===== config.mk =====
export PLATFORM = sky130hd
export DESIGN_NAME = modem_status_reg
export DESIGN_NICKNAME = d
export VERILOG_FILES = /design/src/rtl/msr_pkg.sv /design/src/rtl/msr_sync.sv /design/src/rtl/msr_line_source.sv /design/src/rtl/msr_delta_flags.sv /design/src/rtl/modem_status_reg.sv
export SDC_FILE = /design/constraint.sdc
export NUM_CORES = 1
export LEC_CHECK = 0
export ABC_AREA = 1
export BUFFER_PORTS_ARGS = -buffer_cell sky130_fd_sc_hd__buf_4
export CAP_MARGIN = 40
export CORE_ASPECT_RATIO = 1.25
export CORE_MARGIN = 2
export CORE_UTILIZATION = 35
export CTS_CLUSTER_SIZE = 30
export DETAILED_ROUTE_END_ITERATION = 12
export PLACE_DENSITY = 0.56
export REMOVE_ABC_BUFFERS = 1
export SYNTH_ARGS = -nofsm -noshare
export SYNTH_HDL_FRONTEND = slang
export SYNTH_HIERARCHICAL = 1
export SYNTH_SLANG_ARGS = --single-unit

===== constraint.sdc =====
create_clock -name clk -period 2.7 [get_ports clk]
set_input_delay 0.54 -clock clk [delete_from_list [all_inputs] [get_ports clk]]
set_output_delay 0.54 -clock clk [all_outputs]
set_load 0.01 [all_outputs]

===== src/rtl/msr_pkg.sv =====
package msr_pkg;

    // Number of modem lines handled by the register.
    localparam int unsigned LINES       = 4;
    localparam int unsigned SYNC_DEPTH  = 2;
    localparam int unsigned BYTE_W      = 2 * LINES;

    // Line positions inside a line vector; they fix the read byte layout.
    localparam int unsigned IDX_CTS = 0;
    localparam int unsigned IDX_DSR = 1;
    localparam int unsigned IDX_RI  = 2;
    localparam int unsigned IDX_DCD = 3;

    // Control bit positions of the modem control word.
    localparam int unsigned CTL_DTR  = 0;
    localparam int unsigned CTL_RTS  = 1;
    localparam int unsigned CTL_OUT1 = 2;
    localparam int unsigned CTL_OUT2 = 3;

    typedef struct packed {
        logic dcd;
        logic ri;
        logic dsr;
        logic cts;
    } msr_lines_t;

    typedef enum logic {
        EDGE_ANY  = 1'b0,
        EDGE_RISE = 1'b1
    } edge_kind_e;

    typedef struct packed {
        msr_lines_t status;
        msr_lines_t flags;
    } msr_byte_t;

    // Which transitions of a status line raise its flag.
    function automatic edge_kind_e edge_kind(input int unsigned idx);
        return (idx == IDX_RI) ? EDGE_RISE : EDGE_ANY;
    endfunction

    // Crossover used in loopback: control word onto status lines.
    function automatic msr_lines_t loop_map(input logic [LINES-1:0] ctl);
        msr_lines_t m;
        m.dcd = ctl[CTL_OUT2];
        m.ri  = ctl[CTL_OUT1];
        m.dsr = ctl[CTL_DTR];
        m.cts = ctl[CTL_RTS];
        return m;
    endfunction

    function automatic msr_lines_t pins_to_lines(input logic [LINES-1:0] pins_n);
        msr_lines_t m;
        m = msr_lines_t'(~pins_n);
        return m;
    endfunction

endpackage


===== src/rtl/msr_sync.sv =====
module msr_sync #(
    parameter int unsigned WIDTH  = 4,
    parameter int unsigned STAGES = 2
) (
    input  logic             clk,
    input  logic             rst,
    input  logic [WIDTH-1:0] din,
    output logic [WIDTH-1:0] dout
);
    logic [STAGES-1:0][WIDTH-1:0] chain;

    // Reset value is the idle (high) level of active-low pins.
    always_ff @(posedge clk) begin
        if (rst) begin
            chain <= '1;
        end else begin
            chain[0] <= din;
            for (int s = 1; s < STAGES; s++) begin
                chain[s] <= chain[s-1];
            end
        end
    end

    assign dout = chain[STAGES-1];
endmodule


===== src/rtl/msr_line_source.sv =====
module msr_line_source
    import msr_pkg::*;
(
    input  logic [LINES-1:0] pins_n_sync,
    input  logic             loop_en,
    input  logic [LINES-1:0] mctl,
    output msr_lines_t       status
);
    msr_lines_t from_pins;
    msr_lines_t from_loop;

    always_comb begin
        from_pins = pins_to_lines(pins_n_sync);
        from_loop = loop_map(mctl);
        status    = loop_en ? from_loop : from_pins;
    end
endmodule


===== src/rtl/msr_delta_flags.sv =====
module msr_delta_flags
    import msr_pkg::*;
(
    input  logic             clk,
    input  logic             rst,
    input  logic [LINES-1:0] status,
    input  logic             rd_stb,
    output logic [LINES-1:0] hist,
    output logic [LINES-1:0] flags
);
    logic [LINES-1:0] hit;

    // History holds the status of the previous cycle; inactive after reset.
    always_ff @(posedge clk) begin
        if (rst) begin
            hist <= '0;
        end else begin
            hist <= status;
        end
    end

    for (genvar g = 0; g < LINES; g++) begin : g_line
        localparam edge_kind_e KIND = edge_kind(g);
        if (KIND == EDGE_RISE) begin : g_rise
            assign hit[g] = status[g] & ~hist[g];
        end else begin : g_any
            assign hit[g] = status[g] ^ hist[g];
        end
    end

    // A fresh event wins over a read clearing the same flag.
    always_ff @(posedge clk) begin
        if (rst) begin
            flags <= '0;
        end else begin
            flags <= hit | (flags & {LINES{~rd_stb}});
        end
    end
endmodule


===== src/rtl/modem_status_reg.sv =====
module modem_status_reg
    import msr_pkg::*;
(
    input  logic       clk,
    input  logic       rst,
    input  logic       dcd_n,
    input  logic       ri_n,
    input  logic       dsr_n,
    input  logic       cts_n,
    input  logic       loop_en,
    input  logic [3:0] mctl,
    input  logic       rd_stb,
    output logic [7:0] rd_data
);
    logic [LINES-1:0] pins_n_raw;
    logic [LINES-1:0] pins_n_sync;
    msr_lines_t       status_s;
    logic [LINES-1:0] line_status;
    logic [LINES-1:0] line_hist;
    logic [LINES-1:0] line_flags;
    msr_byte_t        out_byte;

    assign pins_n_raw = {dcd_n, ri_n, dsr_n, cts_n};

    msr_sync #(
        .WIDTH  (LINES),
        .STAGES (SYNC_DEPTH)
    ) u_sync (
        .clk  (clk),
        .rst  (rst),
        .din  (pins_n_raw),
        .dout (pins_n_sync)
    );

    msr_line_source u_src (
        .pins_n_sync (pins_n_sync),
        .loop_en     (loop_en),
        .mctl        (mctl),
        .status      (status_s)
    );

    assign line_status = status_s;

    msr_delta_flags u_delta (
        .clk    (clk),
        .rst    (rst),
        .status (line_status),
        .rd_stb (rd_stb),
        .hist   (line_hist),
        .flags  (line_flags)
    );

    always_comb begin
        out_byte.status = status_s;
        out_byte.flags  = msr_lines_t'(line_flags);
    end

    assign rd_data = out_byte;
endmodule


==> run_results.csv, run 1 <==
group,metric,value,unit
global_route,global_route.peak_usage_layer,"met2",
power,combPwrFrac,0.128,
layout,mostFrequentLayoutCell,"nand2_1",
synth,yosysTopAreaCellShare,0.542,
layout,areaGrowthSynthToFinish,29.0,%
clock_tree,post_cts_buffers,0,
layout,num-nets-final,110,
route,drc,0,
worst_setup_path,arrival,1150,ps
route,num_vias,466,
synth,synth_cell_types,11,
timing,fin_crit_sh,0.627,
power,p_switching,105,µW
die,initial_utilization,0.373,
global_route,antenna_found_initial,0,
layout,drive_gt1_frac,0.289,
status,status,"finished clean",
layout,utilization,0.482,
global_route,grt_pass1_vias,369,
synth,ys.warnings.count,6,
placement,globalplace.congestion,0.576,
placement,dp_hpwl,698,µm
worst_hold_path,hold_path.class,"register to register",
power,power_frac_seq,0.544,
clock_tree,clockRootBuffer,"clkbuf_4",
worst_setup_path,path_max_fanout,8,
timing,fin_skew,1.92,ps
route,dr.first_iter.drc_count,4,
clock_tree,cts.sink_count,16,
layout,final_area,762,µm²
global_route,globalRouteMet1Util,0.124,
timing,hold_viol,0,
layout,layout_common_cells,"nand2_1, buf_4, inv_1",
power,power_density,613,nW/µm²
die,die_x,40.7,µm
clock_tree,post_cts_resized,0,
synth,synth-seq-area-share,0.542,
clock_tree,cts_hold_buf,0,
clock_tree,clk_latency,280,ps
power,ir_drop,295,µV
timing,fin_tns_setup,0,ps
clock_tree,cts_made_buffers,3,
synth,synth_area_leaders,"dfxtp_1, nand2_1, inv_1",
route,antenna_left,0,
placement,detailed_place.area,726,µm²
power,power.clock.fraction,0.328,
worst_setup_path,crit_path_start_kind,"input pin",
route,wl_per_cell,7.62,µm
global_route,grt_util_met2,0.151,
global_route,use_met3,0.0270,
clock_tree,cts_buffer_depth,2,
power,intPower,362,µW
global_route,grt_pass1_wl,1.44,mm
clock_tree,cts_tree,"yes",
timing,rsz0062_at_grt,"no",
timing,fmax,591,MHz
timing,setup_viol,0,
run,cap_viol_max_count,0,
global_route,grt_max_degree,10,
synth,ys_ff_latch,16,
worst_hold_path,holdPathStages,2,
placement,port_buffers,19,
die,die_h,49.9,µm
timing,drv_slew,0,
route,drt_pass1_iterations,2,
synth,syn-instance-count,78,
route,vias_per_cell,4.05,
die,ios,20,
timing,holdWs,415,ps
power,p_sw_frac,0.225,
worst_setup_path,end_kind,"primary output",
timing,tightest_slew,313,ps
power,p_leak,0.000434,µW
synth,syn_area,591,µm²
synth,postSynthAreaPerCell,7.57,µm²
global_route,track_usage,0.105,
timing,relSlewSlack,0.789,
layout,fill_cells,180,
die,rows,16,
worst_setup_path,reg2reg_depth,6,
clock_tree,clk_pin_slew_worst_paths,90,ps
clock_tree,h-tree-depth,1,
route,wl,876,µm
synth,yosysTopAreaCell,"dfxtp_1",
die,die-area,2030,µm²
worst_setup_path,required,2160,ps
worst_setup_path,timing.setup.critical_path_class,"input pin to primary output",
layout,diodes,0,
global_route,overflow,0,
timing,min_period,1690,ps
die,core,1580,µm²
-- cell families after synthesis --
logic type	after synthesis	share of synthesized area
and+or+nand+nor	32	0.225
buffers and inverters	25	0.184
DFF	16	0.542
AOI/OAI and AO/OA	5	0.0487
-- power groups by stage --
stage / combinational (µW) / sequential (µW) / clock [µW]
finish: 59.6 / 254 / 153
global route: 68.8 / 256 / 170
CTS: 61.0 / 254 / 160
detailed placement: 60.8 / 260 / 0
global placement: 59.5 / 260 / 0
floorplan: 26.7 / 262 / 0
-- final timing paths --
kind | startpoint | end | slack, ps
max | loop_en | rd_data[4] | 1010
min | u_sync/chain[2] | u_sync/dout[2] | 410
max reg2reg | u_sync/dout[1] | u_delta/flags[1] | 1710
min reg2reg | u_sync/chain[2] | u_sync/dout[2] | 410
-- final cells by class --
type	count	area (µm²)	area share
multi-input combinational	37	161	0.212
sequential	16	320	0.420
clock buffer	4	36.3	0.0476
inverter	21	78.8	0.103
tap	18	22.5	0.0296
timing repair buffer	19	143	0.187
-- metrics by stage --
step	instances	worst slack [ps]	power, µW
after detailed placement	111	996	321
after global placement	111	1030	319
after global routing	115	917	495
after floorplan	74	1240	288
after CTS	115	999	475
final	115	1010	467
-- Yosys cell counts (all sizes together) --
| cell type | count |
|---|---|
| dfxtp | 16 |
| nand2 | 25 |
| nor2 | 3 |
| o21ai | 5 |
| inv | 21 |
| buf | 4 |
| nand3 | 4 |
-- flip-flops by register name (all words and copies together) (netlist names) --
| register | count |
|---|---|
| u_delta/flags | 4 |
| u_delta/hist | 4 |
| u_sync/chain | 4 |
| u_sync/dout | 4 |
-- routing by layer --
layer / vias up / part of all wire
met2: 12 / 0.50
met1: 195 / 0.41
li1: 257 / -
met4: 0 / 0.016
met3: 2 / 0.067
met5: - / 0
-- worst max-delay path: stages --
cell and delay [ps]:
buf_4 140, o21ai_0 290, buf_4 190
Power figures use the tool's default switching activity.
==> run 2: changes to the inputs <==
ABC_AREA = 0   (was 1)
CORE_ASPECT_RATIO = not set   (was 1.25)
PLACE_DENSITY = 0.57   (was 0.56)
clock period = 1.6 ns   (was 2.7 ns; I/O delays follow)
==> run 2 against run 1 <==
Against the previous run:
- combinational power up 57%
- non-clock buffer count unchanged
- sequential share of layout area up 4.0 points
- power up 53%
- critical path type is now register to primary output
- highest routed layer is now met3
==> run_results.csv, run 2 <==
group,metric,value,unit
synth,synthFlopType,"dfxtp_1",
timing,fmax,724,MHz
timing,fin_skew,0.211,ps
global_route,grt_pass1_vias,341,
layout,final_area,696,µm²
die,ios,20,
clock_tree,h-tree-depth,1,
timing,fin_tns_setup,0,ps
worst_setup_path,arrival,1060,ps
timing,relSlewSlack,0.767,
placement,dp_hpwl,566,µm
synth,syn_area,541,µm²
die,initial_utilization,0.367,
synth,yosysTopAreaCellShare,0.593,
worst_hold_path,hold_path.class,"input pin to register",
synth,ys.warnings.count,6,
route,vias_per_cell,4.26,
placement,detailed_place.area,673,µm²
clock_tree,cts.sink_count,16,
run,cap_viol_max_count,0,
worst_setup_path,timing.setup.critical_path_class,"register to primary output",
global_route,grt_pass1_wl,1.32,mm
route,wl_per_cell,8.67,µm
die,rows,14,
global_route,grt_max_degree,17,
timing,fin_crit_sh,0.863,
layout,areaGrowthSynthToFinish,28.7,%
synth,synth-seq-area-share,0.593,
clock_tree,clockRootBuffer,"clkbuf_4",
die,die_x,43.3,µm
status,status,"finished clean",
timing,rsz0062_at_grt,"no",
power,power_density,1030,nW/µm²
placement,place_inst,83,
global_route,overflow,0,
synth,postSynthAreaPerCell,10.4,µm²
clock_tree,clk_pin_slew_worst_paths,80,ps
placement,port_buffers,19,
layout,drive_gt1_frac,0.329,
layout,mostFrequentLayoutCell,"buf_4",
die,die-area,1870,µm²
layout,fin_cells,86,
clock_tree,cts_hold_buf,0,
route,wl,746,µm
synth,yosysTopAreaCell,"dfxtp_1",
clock_tree,post_cts_resized,0,
route,drc,0,
timing,setup_viol,0,
synth,synth_common_cells,"dfxtp_1, or2_1, nand2b_1",
synth,synth_cell_types,10,
route,drt_pass1_iterations,1,
synth,ys_ff_latch,16,
route,antenna_left,0,
timing,hold_viol,0,
power,ir_drop,439,µV
worst_setup_path,reg2reg_depth,3,
worst_setup_path,crit_path_start_kind,"register",
clock_tree,cts_tree,"yes",
clock_tree,cts_made_buffers,3,
layout,num-nets-final,84,
layout,layout_common_cells,"buf_4, dfxtp_1, or2_1",
die,die_h,43.3,µm
layout,diodes,0,
worst_setup_path,required,1280,ps
route,dr.first_iter.drc_count,0,
global_route,track_usage,0.0957,
synth,syn-instance-count,52,
timing,min_period,1380,ps
worst_hold_path,holdPathStages,2,
power,p_leak,0.000295,µW
die,core,1470,µm²
timing,drv_slew,0,
synth,ys_async_sr_fraction,0,
placement,globalplace.congestion,0.596,
synth,synth_area_leaders,"dfxtp_1, or2_1, nand2b_1",
route,num_vias,366,
timing,tightest_slew,346,ps
clock_tree,cts_buffer_depth,2,
clock_tree,clk_latency,270,ps
worst_setup_path,end_kind,"primary output",
synth,synth_edf_count,0,
clock_tree,post_cts_buffers,0,
global_route,antenna_found_initial,0,
synth,synth_most_common_cell,"dfxtp_1",
worst_setup_path,path_max_fanout,3,
==> run 2: per-layer routing <==
layer | wire [µm] | GRT usage
met2 | 400 | 0.167
met5 | 0 | 0
met3 | 52 | 0.0255
met1 | 294 | 0.103
met4 | 0 | 0.0545
==> run 2: final cells by class <==
cell class              instances  area, µm²
fillers                       144        776
repair buffers                 19        143
multi-input cells              32        190
well taps                      16       20.0
flip-flops and latches         16        320
clock buffers                   3       22.5
==> run 2: power breakdown <==
part           leakage [µW]  internal (µW)  switching [µW]
Combinational      0.000149           56.0            37.7
Sequential         0.000133            421            6.99
Clock             0.0000138           86.9             106
Total              0.000295            564             151
==> run 2: logic make-up after synthesis <==
logic type             synth area share
XOR/XNOR                         0.0486
buffers and inverters            0.0556
AO/OA/AOI/OAI                    0.0741
flip-flops                        0.593
AND/OR/NAND/NOR                   0.229
==> run 2: through the flow <==
step / utilization / hold slack, ps / power [µW] / setup WS, ps
floorplan: - / 383 / 478 / 507
global placement: 0.457 / 385 / 532 / 318
detailed placement: 0.457 / 389 / 534 / 308
CTS: 0.473 / 212 / 732 / 193
global route: 0.473 / 207 / 760 / 105
finish: 0.473 / 222 / 715 / 219
==> run 2: worst max-delay path: stages, from the launching register on <==
cell and delay (ps):
dfxtp_1 300, o21ai_0 300, buf_4 190
==> run 2: final timing paths <==
| check | start | endpoint | slack [ps] |
|---|---|---|---|
| max | u_sync/dout[1] | rd_data[5] | 220 |
| max reg2reg | u_sync/dout[1] | u_delta/flags[1] | 660 |
| min | dsr_n | u_sync/chain[1] | 220 |
| min reg2reg | u_sync/chain[3] | u_sync/dout[3] | 410 |
==> run 3: changes to the inputs <==
CELL_PAD_IN_SITES_DETAIL_PLACEMENT = 1   (was not set)
CELL_PAD_IN_SITES_GLOBAL_PLACEMENT = 1   (was not set)
CORE_ASPECT_RATIO = 1.25   (was not set)
CORE_UTILIZATION = 34   (was 35)
PLACE_DENSITY = 0.7   (was 0.57)
SKIP_CTS_REPAIR_TIMING = 1   (was not set)
SYNTH_HIERARCHICAL = not set   (was 1)
==> run 3 against run 2 <==
Against the previous run:
- sequential share of layout area shrank 4.3 points
- first-iteration DRC count is the same
- die area grew 9.7%
- power grew 12%
==> run_results.csv, run 3 <==
group,metric,value,unit
timing,setup_viol,0,
worst_hold_path,holdPathStages,2,
timing,fin_skew,7.13,ps
global_route,grt_max_degree,17,
timing,fin_crit_sh,0.837,
timing,fmax,747,MHz
layout,diodes,0,
clock_tree,clk_latency,280,ps
synth,yosysTopAreaCell,"dfxtp_1",
clock_tree,cts_buffer_depth,2,
die,die_h,50.2,µm
layout,num-nets-final,88,
status,status,"finished clean",
layout,layout_common_cells,"buf_4, dfxtp_1, nor2b_1",
worst_setup_path,timing.setup.critical_path_class,"register to primary output",
clock_tree,h-tree-depth,1,
worst_hold_path,whs_endpoint,"u_sync.chain[3]",
synth,yosysTopAreaCellShare,0.552,
clock_tree,cts_made_buffers,3,
worst_hold_path,hp-start,"dcd_n",
timing,drv_slew,0,
synth,ys.warnings.count,0,
timing,tightest_slew,352,ps
placement,globalplace.congestion,0.592,
worst_setup_path,regToRegEndpoint,"u_delta.flags[3]",
placement,port_buffers,19,
synth,postSynthAreaPerCell,10.8,µm²
power,power_frac_seq,0.535,
placement,dp_hpwl,734,µm
worst_setup_path,arrival,1020,ps
global_route,antenna_found_initial,0,
route,vias_per_cell,4.62,
synth,synth_cell_types,17,
synth,ys_ff_latch,16,
layout,drive_gt1_frac,0.453,
worst_setup_path,crit_path_start_kind,"register",
synth,synth_common_cells,"dfxtp_1, nor2b_1, or2_2",
synth,ys_async_sr_fraction,0,
synth,synth-seq-area-share,0.552,
die,core,1580,µm²
worst_hold_path,hold_path.class,"input pin to register",
power,intPower,624,µW
global_route,track_usage,0.109,
synth,synth_most_common_cell,"dfxtp_1",
route,wl,970,µm
clock_tree,cts.sink_count,16,
synth,synthFlopType,"dfxtp_1",
timing,rsz0062_at_grt,"no",
placement,detailed_place.area,731,µm²
worst_setup_path,path_max_fanout,3,
timing,hold_viol,0,
power,p_sw_frac,0.222,
global_route,grt_pass1_vias,358,
route,dr.first_iter.drc_count,0,
synth,syn_area,581,µm²
route,antenna_left,0,
route,drt_pass1_iterations,1,
power,power.clock.fraction,0.328,
layout,areaGrowthSynthToFinish,32.1,%
route,num_vias,430,
run,cap_viol_max_count,0,
power,p_switching,178,µW
clock_tree,clockRootBuffer,"clkbuf_4",
layout,fill_cells,191,
timing,fin_tns_setup,0,ps
global_route,overflow,0,
worst_setup_path,end_kind,"primary output",
power,ir_drop,468,µV
power,power_density,1050,nW/µm²
die,initial_utilization,0.367,
power,p_leak,0.000348,µW
layout,final_area,767,µm²
route,wl_per_cell,10.4,µm
synth,syn-instance-count,54,
route,drc,0,
clock_tree,cts_tree,"yes",
worst_setup_path,r2r_slack,650,ps
synth,synth_area_leaders,"dfxtp_1, nor2b_1, or2_2",
clock_tree,clk_pin_slew_worst_paths,100,ps
worst_setup_path,required,1280,ps
worst_setup_path,worstReg2RegStart,"u_delta.flags[3]",
global_route,grt_pass1_wl,1.45,mm
die,die_x,41.0,µm
worst_setup_path,reg2reg_depth,3,
timing,min_period,1340,ps
die,rows,16,
die,die-area,2060,µm²
timing,relSlewSlack,0.759,
layout,mostFrequentLayoutCell,"buf_4",
die,ios,20,
power,combPwrFrac,0.138,
synth,synth_edf_count,0,
==> run 3: changes by cell type in the layout (fill, tap and decap cells not counted), moves of 2 or more <==
cell / previous run / this run
nor2b_1: 3 / 11
xnor2_1: 3 / 0
o21ai_0: 4 / 0
a21oi_1: 4 / 2
or2_2: 0 / 8
a211oi_1: 0 / 2
nand2b_1: 5 / 1
a21o_1: 0 / 3
nor2_1: 0 / 2
or2_1: 8 / 0
nand2_1: 4 / 0
==> run 3: worst max-delay path: stages (launching register included) <==
cell and delay, ps:
dfxtp_1 300, nor2_1 150, a21o_1 160, buf_4 130
==> run 3: through the flow <==
| step | hold WS (ps) | instances | setup slack, ps | utilization | power [µW] |
|---|---|---|---|---|---|
| 2_1_floorplan | 385 | 52 | 638 | - | 489 |
| 3_3_place_gp | 391 | 89 | 358 | 0.462 | 548 |
| 3_5_place_dp | 396 | 89 | 324 | 0.462 | 551 |
| 4_1_cts | 199 | 93 | 235 | 0.485 | 820 |
| 5_1_grt | 198 | 93 | 197 | 0.485 | 846 |
| 6_report | 212 | 93 | 261 | 0.485 | 802 |
==> run 3: power groups by stage <==
stage,combinational (µW),sequential (µW),clock (µW)
finish,110,429,263
floorplan,47.8,441,0
global placement,110,438,0
detailed placement,112,438,0
global route,122,432,292
CTS,113,429,278
==> run 3: routing by layer <==
layer | GRT usage | part of all wire | up-vias
met4 | 0.100 | 0.012 | 0
met1 | 0.131 | 0.46 | 188
li1 | - | - | 226
met5 | 0 | 0 | -
met3 | 0.0265 | 0.065 | 2
met2 | 0.151 | 0.46 | 14
==> run 3: kinds of logic (layout without fill, tap and decap cells) <==
kind of cell / after synthesis / after routing / synth area share
compound gates: 12 / 12 / 0.177
buf+inv: 3 / 24 / 0.0323
flops: 16 / 16 / 0.552
simple gates: 23 / 23 / 0.239
==> run 3: how the worst max path moves through the flow <==
stage	cells after the start	startpoint	slack, ps	endpoint
2_1_floorplan	2	loop_en	640	rd_data[4]
3_3_place_gp	4	loop_en	360	rd_data[4]
3_5_place_dp	4	loop_en	320	rd_data[4]
4_1_cts	3	u_sync.dout[0]	240	rd_data[4]
5_1_grt	3	u_sync.dout[2]	200	rd_data[6]
6_report	3	u_sync.dout[0]	260	rd_data[4]
==> run 3: cell type report <==
type,instances,area [µm²],area share
Inverter,1,3.75,0.00489
Multi-Input combinational cell,35,241,0.315
Sequential cell,16,320,0.418
Tap cell,18,22.5,0.0294
Timing Repair Buffer,19,143,0.186
Clock buffer,4,36.3,0.0473
